**src/rtl/tpb_pkg.sv**
```systemverilog
package tpb_pkg;
    typedef enum logic [1:0] {
        PH_IDLE  = 2'd0,
        PH_FILL  = 2'd1,
        PH_DRAIN = 2'd2,
        PH_ADV   = 2'd3
    } phase_e;
endpackage

```
**src/rtl/tpb_fetch.sv**
```systemverilog
module tpb_fetch #(
    parameter int ADDR_W = 32,
    parameter int BEATS  = 8,
    parameter int NB     = 16
) (
    input  logic              clk,
    input  logic              rst,
    input  logic              clr,
    input  logic              en,
    input  logic [ADDR_W-1:0] base,
    input  logic              req_ready,
    output logic              req_valid,
    output logic [ADDR_W-1:0] req_addr
);
    localparam int CW = $clog2(NB + 1);

    typedef struct packed {
        logic [CW-1:0] cnt;
    } fetch_t;

    fetch_t st_d, st_q;

    always_comb begin
        req_valid = en && (st_q.cnt < CW'(NB));
        req_addr  = base + ADDR_W'(st_q.cnt) * ADDR_W'(BEATS);
        st_d      = st_q;
        if (clr) begin
            st_d.cnt = '0;
        end else if (req_valid && req_ready) begin
            st_d.cnt = st_q.cnt + 1'b1;
        end
    end

    always_ff @(posedge clk) begin
        if (rst) st_q <= '0;
        else     st_q <= st_d;
    end

    assert_req_hold_R3: assert property (@(posedge clk) disable iff (rst)
        req_valid && !req_ready |=> req_valid && $stable(req_addr));
endmodule

```
**src/rtl/tpb_fill_wr.sv**
```systemverilog
module tpb_fill_wr #(
    parameter int BEATS = 8,
    parameter int NB    = 16,
    parameter int AW    = 7
) (
    input  logic          clk,
    input  logic          rst,
    input  logic          clr,
    input  logic          en,
    input  logic          rsp_valid,
    output logic          we,
    output logic [AW-1:0] waddr,
    output logic          last
);
    localparam int WW = (BEATS > 1) ? $clog2(BEATS) : 1;
    localparam int BW = (NB > 1) ? $clog2(NB) : 1;

    typedef struct packed {
        logic [WW-1:0] word;
        logic [BW-1:0] burst;
    } wr_t;

    wr_t st_d, st_q;

    always_comb begin
        we    = en && rsp_valid;
        waddr = AW'(st_q.burst) * AW'(BEATS) + AW'(st_q.word);
        last  = we && (st_q.word == WW'(BEATS - 1)) && (st_q.burst == BW'(NB - 1));
        st_d  = st_q;
        if (clr) begin
            st_d = '0;
        end else if (we) begin
            if (st_q.word == WW'(BEATS - 1)) begin
                st_d.word  = '0;
                st_d.burst = (st_q.burst == BW'(NB - 1)) ? '0 : st_q.burst + 1'b1;
            end else begin
                st_d.word = st_q.word + 1'b1;
            end
        end
    end

    always_ff @(posedge clk) begin
        if (rst) st_q <= '0;
        else     st_q <= st_d;
    end
endmodule

```
**src/rtl/tpb_ram.sv**
```systemverilog
module tpb_ram #(
    parameter int DW    = 16,
    parameter int DEPTH = 128,
    parameter int AW    = 7
) (
    input  logic          clk,
    input  logic          we,
    input  logic [AW-1:0] waddr,
    input  logic [DW-1:0] wdata,
    input  logic          re,
    input  logic [AW-1:0] raddr,
    output logic [DW-1:0] rdata
);
    logic [DW-1:0] mem [DEPTH];

    always_ff @(posedge clk) begin
        if (we) mem[waddr] <= wdata;
        if (re) rdata <= mem[raddr];
    end
endmodule

```
**src/rtl/tpb_drain.sv**
```systemverilog
module tpb_drain #(
    parameter int BEATS = 8,
    parameter int NB    = 16,
    parameter int AW    = 7
) (
    input  logic          clk,
    input  logic          rst,
    input  logic          clr,
    input  logic          en,
    input  logic          out_ready,
    output logic          re,
    output logic [AW-1:0] raddr,
    output logic          out_valid,
    output logic          done
);
    localparam int WW = (BEATS > 1) ? $clog2(BEATS) : 1;
    localparam int BW = (NB > 1) ? $clog2(NB) : 1;

    typedef struct packed {
        logic [BW-1:0] burst;
        logic [WW-1:0] word;
        logic          all_issued;
        logic          vld;
    } dr_t;

    dr_t st_d, st_q;

    always_comb begin
        re        = en && !st_q.all_issued && (!st_q.vld || out_ready);
        raddr     = AW'(st_q.burst) * AW'(BEATS) + AW'(st_q.word);
        out_valid = st_q.vld;
        done      = st_q.all_issued && st_q.vld && out_ready;
        st_d      = st_q;
        if (clr) begin
            st_d = '0;
        end else begin
            if (re) begin
                if (st_q.burst == BW'(NB - 1)) begin
                    st_d.burst = '0;
                    if (st_q.word == WW'(BEATS - 1)) st_d.all_issued = 1'b1;
                    else                             st_d.word = st_q.word + 1'b1;
                end else begin
                    st_d.burst = st_q.burst + 1'b1;
                end
                st_d.vld = 1'b1;
            end else if (out_ready) begin
                st_d.vld = 1'b0;
            end
        end
    end

    always_ff @(posedge clk) begin
        if (rst) st_q <= '0;
        else     st_q <= st_d;
    end
endmodule

```
**src/rtl/burst_transpose_buf.sv**
```systemverilog
module burst_transpose_buf #(
    parameter int ADDR_W = 32,
    parameter int DATA_W = 16,
    parameter int BEATS  = 8,
    parameter int GRID_X = 4,
    parameter int GRID_Y = 4
) (
    input  logic              clk,
    input  logic              rst,
    input  logic              start,
    output logic              req_valid,
    input  logic              req_ready,
    output logic [ADDR_W-1:0] req_addr,
    input  logic              rsp_valid,
    input  logic [DATA_W-1:0] rsp_data,
    output logic              out_valid,
    input  logic              out_ready,
    output logic [DATA_W-1:0] out_data,
    output logic [1:0]        phase,
    output logic              busy
);
    import tpb_pkg::*;

    localparam int NB    = GRID_X * GRID_Y;
    localparam int DEPTH = NB * BEATS;
    localparam int AW    = (DEPTH > 1) ? $clog2(DEPTH) : 1;
    localparam logic [ADDR_W-1:0] STEP = ADDR_W'(NB + BEATS);

    typedef struct packed {
        phase_e            ph;
        logic [ADDR_W-1:0] base;
    } seq_t;

    seq_t st_d, st_q;

    logic          clr, fill_en, drain_en;
    logic          we, fill_last, re, drain_done;
    logic [AW-1:0] waddr, raddr;

    assign clr      = (st_q.ph == PH_ADV);
    assign fill_en  = (st_q.ph == PH_FILL);
    assign drain_en = (st_q.ph == PH_DRAIN);
    assign phase    = st_q.ph;
    assign busy     = (st_q.ph != PH_IDLE);

    always_comb begin
        st_d = st_q;
        unique case (st_q.ph)
            PH_IDLE:  if (start)      st_d.ph = PH_FILL;
            PH_FILL:  if (fill_last)  st_d.ph = PH_DRAIN;
            PH_DRAIN: if (drain_done) st_d.ph = PH_ADV;
            PH_ADV: begin
                st_d.ph   = PH_FILL;
                st_d.base = st_q.base + STEP;
            end
            default:  st_d.ph = PH_IDLE;
        endcase
    end

    always_ff @(posedge clk) begin
        if (rst) begin
            st_q.ph   <= PH_IDLE;
            st_q.base <= '0;
        end else begin
            st_q <= st_d;
        end
    end

    tpb_fetch #(.ADDR_W(ADDR_W), .BEATS(BEATS), .NB(NB)) u_fetch (
        .clk(clk), .rst(rst), .clr(clr), .en(fill_en), .base(st_q.base),
        .req_ready(req_ready), .req_valid(req_valid), .req_addr(req_addr)
    );

    tpb_fill_wr #(.BEATS(BEATS), .NB(NB), .AW(AW)) u_wr (
        .clk(clk), .rst(rst), .clr(clr), .en(fill_en), .rsp_valid(rsp_valid),
        .we(we), .waddr(waddr), .last(fill_last)
    );

    tpb_ram #(.DW(DATA_W), .DEPTH(DEPTH), .AW(AW)) u_ram (
        .clk(clk), .we(we), .waddr(waddr), .wdata(rsp_data),
        .re(re), .raddr(raddr), .rdata(out_data)
    );

    tpb_drain #(.BEATS(BEATS), .NB(NB), .AW(AW)) u_drain (
        .clk(clk), .rst(rst), .clr(clr), .en(drain_en), .out_ready(out_ready),
        .re(re), .raddr(raddr), .out_valid(out_valid), .done(drain_done)
    );

    assert_idle_hold_R2: assert property (@(posedge clk) disable iff (rst)
        st_q.ph == PH_IDLE && !start |=> st_q.ph == PH_IDLE);

    assert_rsp_in_fill_R4: assert property (@(posedge clk) disable iff (rst)
        rsp_valid |-> st_q.ph == PH_FILL);

    assert_out_hold_R6: assert property (@(posedge clk) disable iff (rst)
        out_valid && !out_ready |=> out_valid && $stable(out_data));

    assert_adv_base_R7: assert property (@(posedge clk) disable iff (rst)
        st_q.ph == PH_ADV |=> st_q.ph == PH_FILL && req_addr == $past(st_q.base) + STEP);

    assert_out_phase_R9: assert property (@(posedge clk) disable iff (rst)
        out_valid |-> st_q.ph == PH_DRAIN);
endmodule

```
**config.mk**
```make
export PLATFORM = sky130hd
export DESIGN_NAME = burst_transpose_buf
export DESIGN_NICKNAME = d
export VERILOG_FILES = /design/src/rtl/tpb_pkg.sv /design/src/rtl/tpb_fetch.sv /design/src/rtl/tpb_fill_wr.sv /design/src/rtl/tpb_ram.sv /design/src/rtl/tpb_drain.sv /design/src/rtl/burst_transpose_buf.sv
export SDC_FILE = /design/constraint.sdc
export NUM_CORES = 2
export LEC_CHECK = 0
export BUFFER_PORTS_ARGS = -buffer_cell sky130_fd_sc_hd__buf_2
export CAP_MARGIN = 15
export CORE_MARGIN = 8
export CORE_UTILIZATION = 25
export DETAILED_ROUTE_END_ITERATION = 16
export SETUP_SLACK_MARGIN = 0.3
export SLEW_MARGIN = 20
export SYNTH_ARGS = -nofsm -noshare
export SYNTH_HDL_FRONTEND = slang
export SYNTH_SLANG_ARGS = --single-unit
```
**constraint.sdc**
```tcl
create_clock -name clk -period 7.95 [get_ports clk]
set_input_delay 1.1925 -clock clk [delete_from_list [all_inputs] [get_ports clk]]
set_output_delay 1.1925 -clock clk [all_outputs]
set_load 0.1 [all_outputs]
```
==> flow_results.xml <==
<?xml version="1.0" encoding="UTF-8"?>
<metrics>
  <group name="outcome">
    <metric name="outcome" unit="">complete, no violations</metric>
  </group>
  <group name="job">
    <metric name="cap_viol_max_count" unit="">0</metric>
  </group>
  <group name="cts">
    <metric name="cts_tree" unit="">built</metric>
    <metric name="post_cts.repair.setup_buffers" unit="">0</metric>
    <metric name="cts_hold_buf" unit="">0</metric>
    <metric name="clock_pin_slew_reported_for_the_worst_setup_and_hold_paths_after_clock_tree_synthesis" unit="ns">0.05</metric>
    <metric name="insertion_delay" unit="ns">0.87</metric>
    <metric name="clock_buffers_created_by_tritoncts" unit="">205</metric>
    <metric name="ctsLongestPathBuffers" unit="">3</metric>
    <metric name="cts.sink_count" unit="">2116</metric>
    <metric name="cts.htree.levels" unit="">4</metric>
    <metric name="ctsResizeCount" unit="">0</metric>
    <metric name="ctsRootBufferMaster" unit="">sky130_fd_sc_hd__clkbuf_16</metric>
  </group>
  <group name="timing">
    <metric name="rsz_0062_raised_after_global_routing" unit="">no</metric>
    <metric name="summed_negative_setup_slack_over_all_endpoints" unit="ns">0</metric>
    <metric name="final_critical_path_setup_slack" unit="ns">2.92</metric>
    <metric name="fin_crit" unit="ns">5.03</metric>
    <metric name="final_max_slew_viol_count" unit="">0</metric>
    <metric name="max_freq" unit="MHz">199</metric>
    <metric name="clk_skew" unit="ns">0.105</metric>
    <metric name="setup_viol" unit="">0</metric>
    <metric name="final.period_utilization" unit="">0.633</metric>
    <metric name="worst_pin_slew" unit="ns">1.13</metric>
    <metric name="maxSlewHeadroom" unit="">0.248</metric>
    <metric name="hold_violations" unit="">0</metric>
  </group>
  <group name="yosys">
    <metric name="syn_area" unit="mm2">0.0818</metric>
    <metric name="synth-main-ff-cell" unit="">sky130_fd_sc_hd__edfxtp_1</metric>
    <metric name="yosysUniqueCellTypes" unit="">50</metric>
    <metric name="synth_top_cells_by_area" unit="">sky130_fd_sc_hd__edfxtp_1 (76%), sky130_fd_sc_hd__mux4_2 (17%), sky130_fd_sc_hd__dfxtp_1 (1.3%)</metric>
    <metric name="yosysWarningCount" unit="">0</metric>
    <metric name="postSynth.asyncResetShare" unit="">0</metric>
    <metric name="ys_seq_area_frac" unit="">0.770</metric>
    <metric name="yosys_register_bits" unit="">2116</metric>
    <metric name="share_of_yosys_cell_area_claimed_by_the_top_area_cell_type" unit="">0.757</metric>
    <metric name="synth.avg_cell_area" unit="um2">22.9</metric>
    <metric name="synthMostInstantiatedCell" unit="">sky130_fd_sc_hd__edfxtp_1</metric>
    <metric name="synth.largest_area_cell" unit="">sky130_fd_sc_hd__edfxtp_1</metric>
    <metric name="edff_count_synth" unit="">2064</metric>
    <metric name="synth_cells" unit="">3567</metric>
    <metric name="synth_common_cells" unit="">sky130_fd_sc_hd__edfxtp_1 (2064), sky130_fd_sc_hd__mux4_2 (629), sky130_fd_sc_hd__nor2_1 (192)</metric>
  </group>
  <group name="setup_path">
    <metric name="timing.critical_path.required" unit="ns">6.76</metric>
    <metric name="r2r_slack" unit="ns">3.48</metric>
    <metric name="critical_path_buf_inv_count" unit="">2</metric>
    <metric name="critical_path.startpoint" unit="">st_q[3]$_SDFFE_PP0P_</metric>
    <metric name="rr_startpoint" unit="">u_drain.st_q[2]$_SDFFE_PP0P_</metric>
    <metric name="reg2reg_to" unit="">u_ram.rdata[8]$_DFFE_PP_</metric>
    <metric name="timing.critical_path.slowest_cell_delay" unit="ns">0.55</metric>
    <metric name="worst_r2r_path_depth" unit="">6</metric>
    <metric name="worst-path-stages" unit="">10</metric>
    <metric name="timing.setup.critical_path_class" unit="">reg2out</metric>
    <metric name="cp.arrival" unit="ns">3.84</metric>
    <metric name="critical_path.cell_chain" unit="">ha_1, fa_1, a21o_1, a21oi_1, nor2b_1, o21ai_0, buf_4, nor3_1, xor2_1, buf_2</metric>
    <metric name="crit_fanout" unit="">4</metric>
    <metric name="critical_path.endpoint" unit="">req_addr[13]</metric>
    <metric name="cp_top_family" unit="">buffers and inverters</metric>
    <metric name="start_kind" unit="">register</metric>
    <metric name="crit_path_top_delay_cell" unit="">sky130_fd_sc_hd__buf_2</metric>
    <metric name="end_kind" unit="">primary output</metric>
  </group>
  <group name="cells_and_area">
    <metric name="fraction_of_final_layout_cells_with_drive_strength_greater_than_1" unit="">0.311</metric>
    <metric name="area_delta_synth_final" unit="%">16.3</metric>
    <metric name="post_layout_nets" unit="">3879</metric>
    <metric name="n_fill_cell" unit="">31500</metric>
    <metric name="layout.core_utilization" unit="">0.292</metric>
    <metric name="fin_area" unit="mm2">0.0952</metric>
  </group>
  <group name="die">
    <metric name="fp.dieArea" unit="mm2">0.346</metric>
    <metric name="die_h" unit="um">588</metric>
    <metric name="number_of_placement_rows" unit="">210</metric>
    <metric name="initial_utilization" unit="">0.251</metric>
    <metric name="dieWidth" unit="um">588</metric>
    <metric name="design.core.area" unit="mm2">0.327</metric>
    <metric name="floorplan.io_pins" unit="">75</metric>
  </group>
  <group name="routing">
    <metric name="overall_via_count_from_detail_route" unit="">38500</metric>
    <metric name="routed_wirelength" unit="um">209000</metric>
    <metric name="starting_drt_drc_count" unit="">4601</metric>
    <metric name="drt_pre_antenna_iters" unit="">5</metric>
    <metric name="post_drt_via_cell_ratio" unit="">4.60</metric>
    <metric name="ant_nets" unit="">0</metric>
    <metric name="detail_route.drc_violations" unit="">0</metric>
    <metric name="wl_per_cell" unit="um">24.9</metric>
  </group>
  <group name="grt">
    <metric name="grt_pass1_wl" unit="um">296000</metric>
    <metric name="grt_util_met2" unit="">0.195</metric>
    <metric name="grt_max_degree" unit="">111</metric>
    <metric name="globalRoute.totalOverflow" unit="">0</metric>
    <metric name="grt_busiest_layer" unit="">met2</metric>
    <metric name="met1_usage" unit="">0.157</metric>
    <metric name="gr-usage-met3" unit="">0.0238</metric>
    <metric name="antenna_violations_before_repair" unit="">16</metric>
    <metric name="grt_pass1_vias" unit="">39300</metric>
    <metric name="groute.usage.overall" unit="">0.117</metric>
  </group>
  <group name="placement">
    <metric name="portBuffers" unit="">71</metric>
    <metric name="dp_hpwl" unit="um">120000</metric>
    <metric name="dpl-instance-area" unit="mm2">0.0884</metric>
    <metric name="pre_cts_ws" unit="ns">3.34</metric>
    <metric name="routability_congestion" unit="">0.759</metric>
  </group>
  <group name="power">
    <metric name="intPower" unit="uW">17900</metric>
    <metric name="combinationalPowerShare" unit="">0.040</metric>
    <metric name="worst_supply_voltage_drop_on_vdd" unit="V">0.000178</metric>
    <metric name="power.switching_fraction" unit="">0.219</metric>
    <metric name="p_clk_frac" unit="">0.422</metric>
    <metric name="total_net_switching_power" unit="uW">5030</metric>
    <metric name="seq_power_share" unit="">0.538</metric>
    <metric name="power-per-cell-area" unit="mW/mm2">241</metric>
    <metric name="power.leakage" unit="uW">0.0279</metric>
  </group>
  <group name="hold_path">
    <metric name="timing.hold.worst.class" unit="">reg2reg</metric>
  </group>
</metrics>
## worst min path at each step
| stage | from | endpoint | slack (ns) | depth (start not counted) |
|---|---|---|---|---|
| final | phase[1]$_SDFFE_PP0P_ | phase[1]$_SDFFE_PP0P_ | 0.54 | 2 |
| after global placement | st_q[7]$_SDFFE_PP0P_ | st_q[7]$_SDFFE_PP0P_ | 0.49 | 2 |
| after CTS | st_q[7]$_SDFFE_PP0P_ | st_q[7]$_SDFFE_PP0P_ | 0.53 | 2 |
| after detailed placement | st_q[7]$_SDFFE_PP0P_ | st_q[7]$_SDFFE_PP0P_ | 0.52 | 2 |
| after global routing | st_q[7]$_SDFFE_PP0P_ | st_q[7]$_SDFFE_PP0P_ | 0.55 | 2 |
| after floorplan | u_drain.st_q[1]$_SDFFE_PP0P_ | u_drain.st_q[1]$_SDFFE_PP0P_ | 0.45 | 2 |
## power groups by stage
| stage | sequential, uW | clock [uW] | combinational [uW] |
|---|---|---|---|
| floorplan | 12700 | 0 | 371 |
| global route | 12300 | 10300 | 962 |
| global placement | 12600 | 0 | 901 |
| CTS | 12300 | 9870 | 925 |
| detailed placement | 12600 | 0 | 924 |
| finish | 12300 | 9680 | 914 |
## layout by cell type, fill, tap and decap left out, types with 9 or more instances in the layout
cell | Yosys | final
sky130_fd_sc_hd__nand2_1 | 68 | 68
sky130_fd_sc_hd__o21ai_0 | 13 | 13
sky130_fd_sc_hd__clkinv_16 | 0 | 10
sky130_fd_sc_hd__xnor2_1 | 33 | 33
sky130_fd_sc_hd__nor2_2 | 0 | 31
sky130_fd_sc_hd__nor3_1 | 17 | 17
sky130_fd_sc_hd__xor2_1 | 26 | 26
sky130_fd_sc_hd__nor2b_1 | 12 | 11
sky130_fd_sc_hd__ha_1 | 20 | 20
sky130_fd_sc_hd__a21oi_1 | 31 | 31
sky130_fd_sc_hd__dfxtp_1 | 52 | 46
sky130_fd_sc_hd__mux2_2 | 25 | 25
sky130_fd_sc_hd__edfxtp_1 | 2064 | 2064
sky130_fd_sc_hd__clkbuf_1 | 96 | 26
sky130_fd_sc_hd__mux2i_1 | 31 | 31
sky130_fd_sc_hd__inv_1 | 10 | 10
sky130_fd_sc_hd__buf_2 | 48 | 55
sky130_fd_sc_hd__a22oi_1 | 9 | 9
sky130_fd_sc_hd__nand3_1 | 37 | 37
sky130_fd_sc_hd__clkinv_2 | 0 | 42
sky130_fd_sc_hd__nor2_1 | 192 | 161
sky130_fd_sc_hd__buf_12 | 0 | 12
sky130_fd_sc_hd__nand4_1 | 13 | 13
sky130_fd_sc_hd__mux4_2 | 629 | 629
sky130_fd_sc_hd__bufinv_16 | 0 | 19
sky130_fd_sc_hd__clkinv_1 | 1 | 63
sky130_fd_sc_hd__clkbuf_16 | 0 | 206
sky130_fd_sc_hd__buf_4 | 24 | 188
sky130_fd_sc_hd__nand2b_1 | 11 | 11
## stage by stage
step	cells	hold WS (ns)	power [uW]
3_3_place_gp	7974	0.490	13500
4_1_cts	8356	0.533	23100
5_1_grt	8358	0.553	23600
6_report	8363	0.537	22900
2_1_floorplan	3569	0.449	13000
3_5_place_dp	7974	0.525	13500
## worst register-to-register path: stages (launching register included)
cell                      delay, ns
sky130_fd_sc_hd__dfxtp_4       1.01
sky130_fd_sc_hd__buf_12        0.54
sky130_fd_sc_hd__mux4_2        0.71
sky130_fd_sc_hd__mux4_2        0.48
sky130_fd_sc_hd__a22oi_1       0.81
sky130_fd_sc_hd__nand3_1       0.48
sky130_fd_sc_hd__o31a_1        0.23
## cells by family (layout without fill, tap and decap cells)
| group | count (synthesis) | after routing | share of synthesized area |
|---|---|---|---|
| AO/OA/AOI/OAI | 98 | 98 | 0.00790 |
| XOR/XNOR | 59 | 59 | 0.00631 |
| adder cells (fa/ha/maj) | 21 | 21 | 0.00330 |
| buffers and inverters | 207 | 649 | 0.0116 |
| flip-flops | 2116 | 2116 | 0.770 |
| multiplexers | 685 | 685 | 0.180 |
| other | 1 | 9 | 0.0000458 |
| AND/OR/NAND/NOR | 380 | 380 | 0.0205 |
## cell type report
type	count	area (um2)	share of cell area
Sequential cell	2116	63000	0.662
Clock inverter	146	1440	0.0152
Timing Repair Buffer	256	1950	0.0205
Inverter	11	41.3	0.000434
Tap cell	4346	5440	0.0571
Clock buffer	236	5310	0.0557
Antenna cell	6	15.0	0.000158
Multi-Input combinational cell	1246	18000	0.189
## routing by layer
layer	wire, um	vias up	share of wire
met5	81	-	0.00039
met4	4900	12	0.024
met1	87000	21200	0.42
met3	14800	265	0.071
met2	102000	1363	0.49
li1	-	15600	-
## sequential cells by signal, indices dropped and copies added, names as in the netlist
signal and cells:
phase 2, u_wr.st_q 7, st_q 29, u_fetch.st_q 5
u_ram.rdata 16, u_drain.out_valid 1, u_ram.mem 2048, u_drain.st_q 8
No activity file was read; power rests on OpenSTA's default activity.
